## src/rtl/gpio_port_pkg.sv

```systemverilog
// Shared constants and types for the pin port.
// Assumes a 4-bit word address and at most 16 pins per port.
package gpio_port_pkg;
    localparam int WORD_W   = 32;
    localparam int ADDR_W   = 4;
    localparam int MODE_W   = 3;
    localparam int SLOT_W   = 4;
    localparam int BANK_PINS = 8;
    localparam int MAX_PINS = 16;

    typedef enum logic [MODE_W-1:0] {
        TRIG_FALL = 3'd0,
        TRIG_RISE = 3'd1,
        TRIG_LOW  = 3'd2,
        TRIG_HIGH = 3'd3,
        TRIG_BOTH = 3'd4
    } trig_mode_e;

    localparam logic [ADDR_W-1:0] OFS_ENABLE  = 4'd0;
    localparam logic [ADDR_W-1:0] OFS_STATUS  = 4'd1;
    localparam logic [ADDR_W-1:0] OFS_DISPLAY = 4'd2;
    localparam logic [ADDR_W-1:0] OFS_CLEAR   = 4'd3;
    localparam logic [ADDR_W-1:0] OFS_MSET    = 4'd4;
    localparam logic [ADDR_W-1:0] OFS_MCLR    = 4'd5;
    localparam logic [ADDR_W-1:0] OFS_OUT     = 4'd6;
    localparam logic [ADDR_W-1:0] OFS_IN      = 4'd7;
    localparam logic [ADDR_W-1:0] OFS_DIR     = 4'd8;
    localparam logic [ADDR_W-1:0] OFS_MODE_LO = 4'd9;
    localparam logic [ADDR_W-1:0] OFS_MODE_HI = 4'd10;
    localparam logic [ADDR_W-1:0] OFS_SRST    = 4'd12;
endpackage

```

## src/rtl/gpio_sync_bank.sv

```systemverilog
// Multi-stage synchroniser for a vector of asynchronous pin levels.
// Assumes STAGES >= 1; every bit is synchronised independently.
module gpio_sync_bank #(
    parameter int W      = 16,
    parameter int STAGES = 2
) (
    input  logic         clk,
    input  logic         rst_n,
    input  logic [W-1:0] d,
    output logic [W-1:0] q
);
    logic [STAGES-1:0][W-1:0] stage_q;

    // Shift the sampled pins through the flop chain.
    always_ff @(posedge clk) begin
        if (!rst_n) begin
            stage_q <= '0;
        end else begin
            stage_q[0] <= d;
            for (int s = 1; s < STAGES; s++) begin
                stage_q[s] <= stage_q[s-1];
            end
        end
    end

    assign q = stage_q[STAGES-1];
endmodule

```

## src/rtl/gpio_pin_detect.sv

```systemverilog
// Event detector and sticky status bit for one pin.
// Assumes lvl is already synchronised to clk. When a clear and a new
// event occur in the same cycle, the event wins.
module gpio_pin_detect
    import gpio_port_pkg::*;
(
    input  logic              clk,
    input  logic              rst_n,
    input  logic              lvl,
    input  logic [MODE_W-1:0] mode,
    input  logic              enable,
    input  logic              clr,
    output logic              status
);
    logic prev_q;
    logic rise, fall, hit;

    // Remember the previous synchronised level for edge detection.
    always_ff @(posedge clk) begin
        if (!rst_n) prev_q <= 1'b0;
        else        prev_q <= lvl;
    end

    assign rise = lvl & ~prev_q;
    assign fall = ~lvl & prev_q;

    // Decode the trigger mode into a single event strobe.
    always_comb begin
        case (mode)
            TRIG_FALL: hit = fall;
            TRIG_RISE: hit = rise;
            TRIG_LOW:  hit = ~lvl;
            TRIG_HIGH: hit = lvl;
            TRIG_BOTH: hit = rise | fall;
            default:   hit = 1'b0;
        endcase
    end

    // Sticky status: cleared on request, set by an enabled event.
    always_ff @(posedge clk) begin
        if (!rst_n) status <= 1'b0;
        else        status <= (status & ~clr) | (enable & hit);
    end
endmodule

```

## src/rtl/gpio_port_regs.sv

```systemverilog
// Register file for the pin port: write decode, storage and read mux.
// Assumes NPINS <= 16. The soft-reset bit is cleared only by rst_n;
// all other state is also cleared while that bit is set.
module gpio_port_regs
    import gpio_port_pkg::*;
#(
    parameter int NPINS = 16
) (
    input  logic                         clk,
    input  logic                         rst_n,
    input  logic                         bus_sel,
    input  logic                         bus_wr,
    input  logic [ADDR_W-1:0]            bus_addr,
    input  logic [WORD_W-1:0]            bus_wdata,
    output logic [WORD_W-1:0]            bus_rdata,
    input  logic [NPINS-1:0]             status_vec,
    input  logic [NPINS-1:0]             display_vec,
    input  logic [NPINS-1:0]             pin_lvl,
    output logic [NPINS-1:0]             en_q,
    output logic [NPINS-1:0]             mask_q,
    output logic [NPINS-1:0]             out_q,
    output logic [NPINS-1:0]             dir_q,
    output logic [NPINS-1:0][MODE_W-1:0] mode_q,
    output logic [NPINS-1:0]             clr_pulse,
    output logic                         srst_q,
    output logic                         port_rst_n
);
    logic               wr_go;
    logic [NPINS-1:0]   wd;
    logic [WORD_W-1:0]  mode_lo_rd, mode_hi_rd;
    logic               unused_wdata;

    assign wr_go        = bus_sel & bus_wr;
    assign wd           = bus_wdata[NPINS-1:0];
    assign unused_wdata = ^bus_wdata;

    // Soft-reset bit, cleared only by the hardware reset.
    always_ff @(posedge clk) begin
        if (!rst_n)                              srst_q <= 1'b0;
        else if (wr_go && bus_addr == OFS_SRST)  srst_q <= bus_wdata[0];
    end

    assign port_rst_n = rst_n & ~srst_q;

    // Interrupt enable vector.
    always_ff @(posedge clk) begin
        if (!port_rst_n)                           en_q <= '0;
        else if (wr_go && bus_addr == OFS_ENABLE)  en_q <= wd;
    end

    // Mask vector with separate write-one set and write-one clear.
    always_ff @(posedge clk) begin
        if (!port_rst_n)                           mask_q <= '0;
        else if (wr_go && bus_addr == OFS_MSET)    mask_q <= mask_q | wd;
        else if (wr_go && bus_addr == OFS_MCLR)    mask_q <= mask_q & ~wd;
    end

    // Output values and direction bits.
    always_ff @(posedge clk) begin
        if (!port_rst_n) begin
            out_q <= '0;
            dir_q <= '0;
        end else if (wr_go) begin
            if (bus_addr == OFS_OUT) out_q <= wd;
            if (bus_addr == OFS_DIR) dir_q <= wd;
        end
    end

    // Per-pin mode fields, two banks of eight 4-bit slots.
    always_ff @(posedge clk) begin
        if (!port_rst_n) begin
            mode_q <= '0;
        end else if (wr_go) begin
            for (int p = 0; p < NPINS; p++) begin
                if (p < BANK_PINS && bus_addr == OFS_MODE_LO)
                    mode_q[p] <= bus_wdata[(p % BANK_PINS)*SLOT_W +: MODE_W];
                if (p >= BANK_PINS && bus_addr == OFS_MODE_HI)
                    mode_q[p] <= bus_wdata[(p % BANK_PINS)*SLOT_W +: MODE_W];
            end
        end
    end

    // One-cycle clear strobe to the status bits.
    assign clr_pulse = (wr_go && bus_addr == OFS_CLEAR) ? wd : '0;

    // Pack the mode fields back into their read words.
    always_comb begin
        mode_lo_rd = '0;
        mode_hi_rd = '0;
        for (int p = 0; p < NPINS; p++) begin
            if (p < BANK_PINS)
                mode_lo_rd[(p % BANK_PINS)*SLOT_W +: MODE_W] = mode_q[p];
            else
                mode_hi_rd[(p % BANK_PINS)*SLOT_W +: MODE_W] = mode_q[p];
        end
    end

    // Read mux; unselected or undefined addresses return zero.
    always_comb begin
        bus_rdata = '0;
        if (bus_sel) begin
            case (bus_addr)
                OFS_ENABLE:  bus_rdata = WORD_W'(en_q);
                OFS_STATUS:  bus_rdata = WORD_W'(status_vec);
                OFS_DISPLAY: bus_rdata = WORD_W'(display_vec);
                OFS_MSET:    bus_rdata = WORD_W'(mask_q);
                OFS_OUT:     bus_rdata = WORD_W'(out_q);
                OFS_IN:      bus_rdata = WORD_W'(pin_lvl);
                OFS_DIR:     bus_rdata = WORD_W'(dir_q);
                OFS_MODE_LO: bus_rdata = mode_lo_rd;
                OFS_MODE_HI: bus_rdata = mode_hi_rd;
                OFS_SRST:    bus_rdata = WORD_W'(srst_q);
                default:     bus_rdata = '0;
            endcase
        end
    end
endmodule

```

## src/rtl/gpio_irq_port.sv

```systemverilog
// Top of the pin port: synchroniser, register file, per-pin detectors
// and the combined interrupt. Assumes 1 <= NPINS <= 16 and a pad ring
// that applies pin_oe/pin_out itself.
module gpio_irq_port
    import gpio_port_pkg::*;
#(
    parameter int NPINS = 16
) (
    input  logic              clk,
    input  logic              rst_n,
    input  logic              bus_sel,
    input  logic              bus_wr,
    input  logic [3:0]        bus_addr,
    input  logic [31:0]       bus_wdata,
    output logic [31:0]       bus_rdata,
    input  logic [NPINS-1:0]  pin_in,
    output logic [NPINS-1:0]  pin_out,
    output logic [NPINS-1:0]  pin_oe,
    output logic              irq
);
    localparam int SYNC_STAGES = 2;

    logic                         port_rst_n;
    logic                         srst_q;
    logic [NPINS-1:0]             pin_lvl;
    logic [NPINS-1:0]             en_q, mask_q, out_q, dir_q;
    logic [NPINS-1:0][MODE_W-1:0] mode_q;
    logic [NPINS-1:0]             clr_pulse;
    logic [NPINS-1:0]             status_q;
    logic [NPINS-1:0]             display_vec;

    gpio_sync_bank #(.W(NPINS), .STAGES(SYNC_STAGES)) u_sync (
        .clk   (clk),
        .rst_n (port_rst_n),
        .d     (pin_in),
        .q     (pin_lvl)
    );

    gpio_port_regs #(.NPINS(NPINS)) u_regs (
        .clk         (clk),
        .rst_n       (rst_n),
        .bus_sel     (bus_sel),
        .bus_wr      (bus_wr),
        .bus_addr    (bus_addr),
        .bus_wdata   (bus_wdata),
        .bus_rdata   (bus_rdata),
        .status_vec  (status_q),
        .display_vec (display_vec),
        .pin_lvl     (pin_lvl),
        .en_q        (en_q),
        .mask_q      (mask_q),
        .out_q       (out_q),
        .dir_q       (dir_q),
        .mode_q      (mode_q),
        .clr_pulse   (clr_pulse),
        .srst_q      (srst_q),
        .port_rst_n  (port_rst_n)
    );

    for (genvar p = 0; p < NPINS; p++) begin : g_pin
        gpio_pin_detect u_det (
            .clk    (clk),
            .rst_n  (port_rst_n),
            .lvl    (pin_lvl[p]),
            .mode   (mode_q[p]),
            .enable (en_q[p]),
            .clr    (clr_pulse[p]),
            .status (status_q[p])
        );
    end

    // Masked, enabled status and the combined request line.
    assign display_vec = status_q & en_q & ~mask_q;
    assign irq         = |display_vec;

    assign pin_out = out_q;
    assign pin_oe  = dir_q;
endmodule

```

## config.mk

```make
export PLATFORM = sky130hd
export DESIGN_NAME = gpio_irq_port
export DESIGN_NICKNAME = d
export VERILOG_FILES = /design/src/rtl/gpio_port_pkg.sv /design/src/rtl/gpio_sync_bank.sv /design/src/rtl/gpio_pin_detect.sv /design/src/rtl/gpio_port_regs.sv /design/src/rtl/gpio_irq_port.sv
export SDC_FILE = /design/constraint.sdc
export NUM_CORES = 1
export LEC_CHECK = 0
export CAP_MARGIN = 5
export CORE_MARGIN = 4
export CORE_UTILIZATION = 40
export CTS_CLUSTER_DIAMETER = 50
export DETAILED_ROUTE_END_ITERATION = 7
export PLACE_DENSITY = 0.64
export SYNTH_ARGS = -nofsm -noshare
export SYNTH_HDL_FRONTEND = slang
export SYNTH_SLANG_ARGS = --single-unit
```

## constraint.sdc

```tcl
create_clock -name clk -period 4.7 [get_ports clk]
set_input_delay 1.175 -clock clk [delete_from_list [all_inputs] [get_ports clk]]
set_output_delay 1.175 -clock clk [all_outputs]
set_load 0.02 [all_outputs]
```

== Word level (Yosys, flattened, before mapping) ==
Index checks and enable logic that the tools add are counted.

* Input port bits: 56
* Logic and storage cells: 332
* Register bits: 177
* Output and inout bits: 65

* Equal/unequal tests: 75
* Bitwise operators: 153
* Muxes and demuxes: 21
* Reduce and logical (&&, ||, !) cells: 28

{| class="wikitable"
|+ Operators with widths
! cell !! number
|-
| 31-bit one-hot mux with 10 select lines || 1
|-
| 3-bit by 2-bit equality test with 1-bit output, second input constant || 32
|-
| 1-bit one-hot mux with 5 select lines || 16
|-
| 1-bit AND || 66
|-
| 1-bit NOT || 49
|-
| 16-bit AND || 3
|-
| 3-bit by 1-bit equality test with 1-bit output, second input constant || 16
|-
| 3-bit equality test, second input constant || 16
|-
| 3-bit logical NOT || 16
|-
| 16-bit 2-to-1 mux || 3
|-
| 32-bit 2-to-1 mux || 1
|-
| 16-bit NOT || 2
|-
| 1-bit bitwise OR || 32
|-
| 4-bit by 3-bit equality test with 1-bit output, second input constant || 4
|-
| 4-bit equality test, second input constant || 4
|-
| 16-bit bitwise OR || 1
|-
| 16-bit OR reduction || 1
|-
| 4-bit by 2-bit equality test with 1-bit output, second input constant || 2
|-
| 2-bit AND reduction || 4
|-
| 1-bit logical AND || 5
|-
| 4-bit by 1-bit equality test with 1-bit output, second input constant || 1
|-
| 4-bit logical NOT || 1
|-
| 2-bit nonzero test || 1
|}

== Depth between registers and ports, before layout ==
* Word-level depth: 6
* Mapped depth: 8
* Depth with buffers taken out: 6

== Hierarchy ==
From an unflattened synthesis, not the netlist that was laid out.

* Cell total of the unflattened synthesis: 1,110
* Area, all modules: 9,258.9 um^2

{| class="wikitable"
|+ Modules (own cells, without submodules)
! module !! seq. area each (um^2) !! cells an instance !! area an instance (um^2) !! instances
|-
| gpio_port_regs || 2,262.2 || 734 || 5,764.3 || 1
|-
| gpio_pin_detect || 40.0 || 16 || 141.4 || 16
|-
| gpio_sync_bank || 640.6 || 83 || 1,016.0 || 1
|-
| gpio_irq_port || 0.0 || 37 || 216.5 || 1
|}

== Worst setup path after synthesis ==
Ideal clock, no wire load.

* Path kind: input-to-output
* From: in bus_addr[3]
* To: out bus_rdata[14]
* Required time: 3,525 ps
* Setup slack: 925 ps
* Stages on the path: 5
* Buffers on the path: 3
* Arrival: 2,600 ps
* Cells stage by stage: buf_4 buf_2 buf_4 o32a_1 a221oi_1

* Longest elaborated chain between the ends: 3
* Elaborated cells on any way between the ends: 12
* Those cells by class: eq/ne: 9; mux: 2; reduce/logical: 1

{| class="wikitable"
|+ Ends and longest elaborated chain
! what !! RTL line !! source
|-
| start, declared || gpio_irq_port.sv:13 || <nowiki>input logic [3:0] bus_addr,</nowiki>
|-
| 4-bit equality test, or another cell as far along || gpio_port_regs.sv:102 || <nowiki>case (bus_addr)</nowiki>
|-
| 31-bit one-hot mux with 10 select lines * || gpio_port_regs.sv:102 ||
|-
| 32-bit 2-to-1 mux * || gpio_port_regs.sv:101 || <nowiki>if (bus_sel) begin</nowiki>
|-
| end, declared || gpio_irq_port.sv:15 || <nowiki>output logic [31:0] bus_rdata,</nowiki>
|}

Every way passes the cells marked *; elsewhere a longest branch is shown, timed or not.

== Worst setup path after layout ==
* From: in bus_addr[2]
* To: out bus_rdata[10]

The elaborated chain is that of the path after synthesis.

==> metrics.csv <==
metric,value,unit
outcome,"complete, no violations",
timing.final.crit_share,98.8,%
min_path_type,reg -> reg,
synth-seq-cells,177,
grt_antenna_before_repair,0,
hpwl,20.6,mm
rsz0062_at_grt,no,
powerDensity,306,mW/mm^2
grt_use_met3,5.07,%
ioPinCount,121,
ant_nets,0,
vias,8097,
share_seq_of_total_power,44.8,%
cts_tree,built,
final_common_cell,dfxtp_1,
grt-ovfl-total,0,
rr_worst_depth,3,
clockRootBuffer,clkbuf_16,
ys_seq_area_share,38.9,%
use_met1,30.9,%
busiest_layer,met2,
netlist_area,0.00912,mm^2
ys_types,69,
finalHoldViolCount,0,
die_area,0.0253,mm^2
io_buffers,112,
final_max_slew_viol_count,0,
hold_start,u_sync.stage_q[4],
cp_slowest_cell,clkdlybuf4s50_1,
switching_share,24.2,%
finalSetupViolCount,0,
worstSetupPathType,in -> out,
die_height,159,um
core,0.0221,mm^2
drt-initial-drc-count,607,
leakagePower,0.00453,uW
timing.final.crit_period,4.64,ns
routed_wl,28.2,mm
arrival,3.47,ns
instances_no_fill,1453,
cts_buffer_depth,2,
synth_top_area_share,38.9,%
mostFrequentLayoutCells,"dfxtp_1, nand2_1, clkdlybuf4s50_1",
worst_pin_slew,0.963,ns
place_area,0.0106,mm^2
fin_area,0.0113,mm^2
grt_pass1_vias,7632,
avgViaCountPerCell,5.57,
diodes,0,
fmax,0.215,GHz
holdWs,0.426,ns
drive_gt1_share,9.63,%
htreeDepth,4,
power_switching,837,uW
end_kind,primary output,
met2_usage,32.5,%
clkPwrFrac,46.9,%
synth.area.top_cells,"dfxtp_1, mux2i_1, a21oi_1",
cap_violations,0,
synthFlopType,dfxtp_1,
cts_sinks,177,
drc,0,
gp_congestion,0.963,
firstDrtPassIters,6,
cts_buffers,17,
startpoint_type,input port,
syn_area_per_cell,8.62,um^2
fp.dieW,159,um
critPathMaxStageDelay,0.65,ns
worstPathRequired,3.52,ns
wl_per_cell,19.4,um
hold_buffers,0,
grt_pass1_wl,43.8,mm
p_int,2620,uW
min_to,u_sync.q[4],
path_clk_slew,0.06,ns
rows,54,
r2r_slack,2.84,ns
synthCells,1058,
yosys.area.top_type,dfxtp_1,
post_cts_buffers,0,
groute.usage.overall,21.7,%
crit_chain,clkdlybuf4s50_1 -> buf_4 -> or3b_1 -> o22ai_1 -> a31oi_1 -> a31oi_1 -> clkdlybuf4s50_1,
yosysWarnings,0,
r2r_end,u_regs.mode_q[13],
grt_max_degree,78,
initial_core_util,41.3,%
cp_max_fo,10,
vdd_ir_drop_max,0.205,mV
synthArstFlopShare,0,%
relSlewSlack,35.8,%
hold_path_depth,1,
nets,1249,
combPwrFrac,8.3,%
synth_edf_count,0,
skew,0.00881,ns
r2r_start,u_regs.srst_q,
synthToLayoutAreaGrowth,23.9,%
placed_cells,1422,
clk_latency,0.44,ns
power groups by stage:
stage,clock [uW],combinational [uW],sequential (uW)
2_1_floorplan,0,160,1570
3_3_place_gp,0,281,1580
3_5_place_dp,0,284,1580
4_1_cts,1630,286,1550
5_1_grt,1690,310,1550
6_report,1620,287,1550
Yosys cell counts (3+ instances only):
| library cell | instances |
|---|---|
| ha_1 | 32 |
| o31ai_1 | 16 |
| nand3b_1 | 13 |
| dfxtp_1 | 177 |
| nor4b_1 | 16 |
| a21o_1 | 3 |
| o22ai_1 | 8 |
| a32o_1 | 8 |
| inv_1 | 61 |
| mux2_2 | 4 |
| nor2_1 | 82 |
| a21oi_1 | 89 |
| o2111ai_1 | 3 |
| buf_4 | 24 |
| a31oi_1 | 16 |
| clkbuf_1 | 36 |
| a311oi_1 | 7 |
| or3_1 | 3 |
| nor3b_1 | 15 |
| and3_1 | 4 |
| o21ai_0 | 27 |
| nand3_1 | 11 |
| a211oi_1 | 17 |
| a22oi_1 | 20 |
| nor2b_1 | 5 |
| nand2_1 | 116 |
| nor3_1 | 5 |
| buf_2 | 18 |
| a22o_1 | 3 |
| a311oi_2 | 10 |
| and2_1 | 37 |
| mux2i_1 | 82 |
| nand2b_1 | 42 |
layer usage:
layer | up-vias | share of wire [%]
met3 | 41 | 8.2
met2 | 340 | 42
li1 | 3902 | -
met5 | - | 0
met4 | 0 | 2.5
met1 | 3814 | 47
per-stage QoR:
step	setup TNS (ns)	util, %	setup WS [ns]	power (uW)
after floorplan	0	-	0.925	1730
after global placement	-0.230	48.0	-0.0996	1860
after detailed placement	-0.171	48.0	-0.0802	1860
after CTS	0	51.0	0.000792	3470
after global routing	0	51.1	0.00275	3550
final	0	51.1	0.0575	3450
worst max-delay path, delay by kind of cell:
family | cells | cell delay [ns]
compound gates | 3 | 0.53
simple gates | 1 | 0.49
buf+inv | 3 | 1.28
cells by family after synthesis:
group,share of synthesized area (%)
muxes,9.50
adders and majority gates,4.39
xor gates and xnor gates,0.0961
other,0.0411
buffers and inverters,7.29
DFF,38.9
and+or+nand+nor,21.7
AOI/OAI and AO/OA,18.1
registers in the layout (all words and copies together) (netlist names), named ones only:
signal / flops
u_regs.srst_q: 1
g_pin.u_det.status: 16
u_sync.stage_q: 16
u_regs.dir_q: 16
u_regs.out_q: 16
u_regs.mode_q: 48
u_sync.q: 16
g_pin.u_det.prev_q: 16
u_regs.en_q: 16
cell type report:
type,instances,area [um^2]
Multi-Input combinational cell,741,4940
Timing Repair Buffer,163,1570
Clock inverter,13,223
Tap cell,280,350
Clock buffer,18,439
Inverter,61,229
Fill cell,2050,10800
Sequential cell,177,3540
what timing repair did:
action	in CTS	in global routing
hold endpoints to repair	0	0
resized for setup	5	12
setup endpoints to repair	4	20
worst max path at each step:
stage / from / endpoint / slack (ns) / cells past startpoint
after CTS: bus_addr[3] / bus_rdata[20] / 0.0008 / 8
after global placement: bus_addr[3] / bus_rdata[14] / -0.1 / 8
after global routing: bus_addr[2] / bus_rdata[6] / 0.003 / 7
after detailed placement: bus_addr[3] / bus_rdata[14] / -0.08 / 8
after floorplan: bus_addr[3] / bus_rdata[14] / 0.92 / 5
final: bus_addr[2] / bus_rdata[10] / 0.06 / 7
Power figures use the tool's default switching activity.
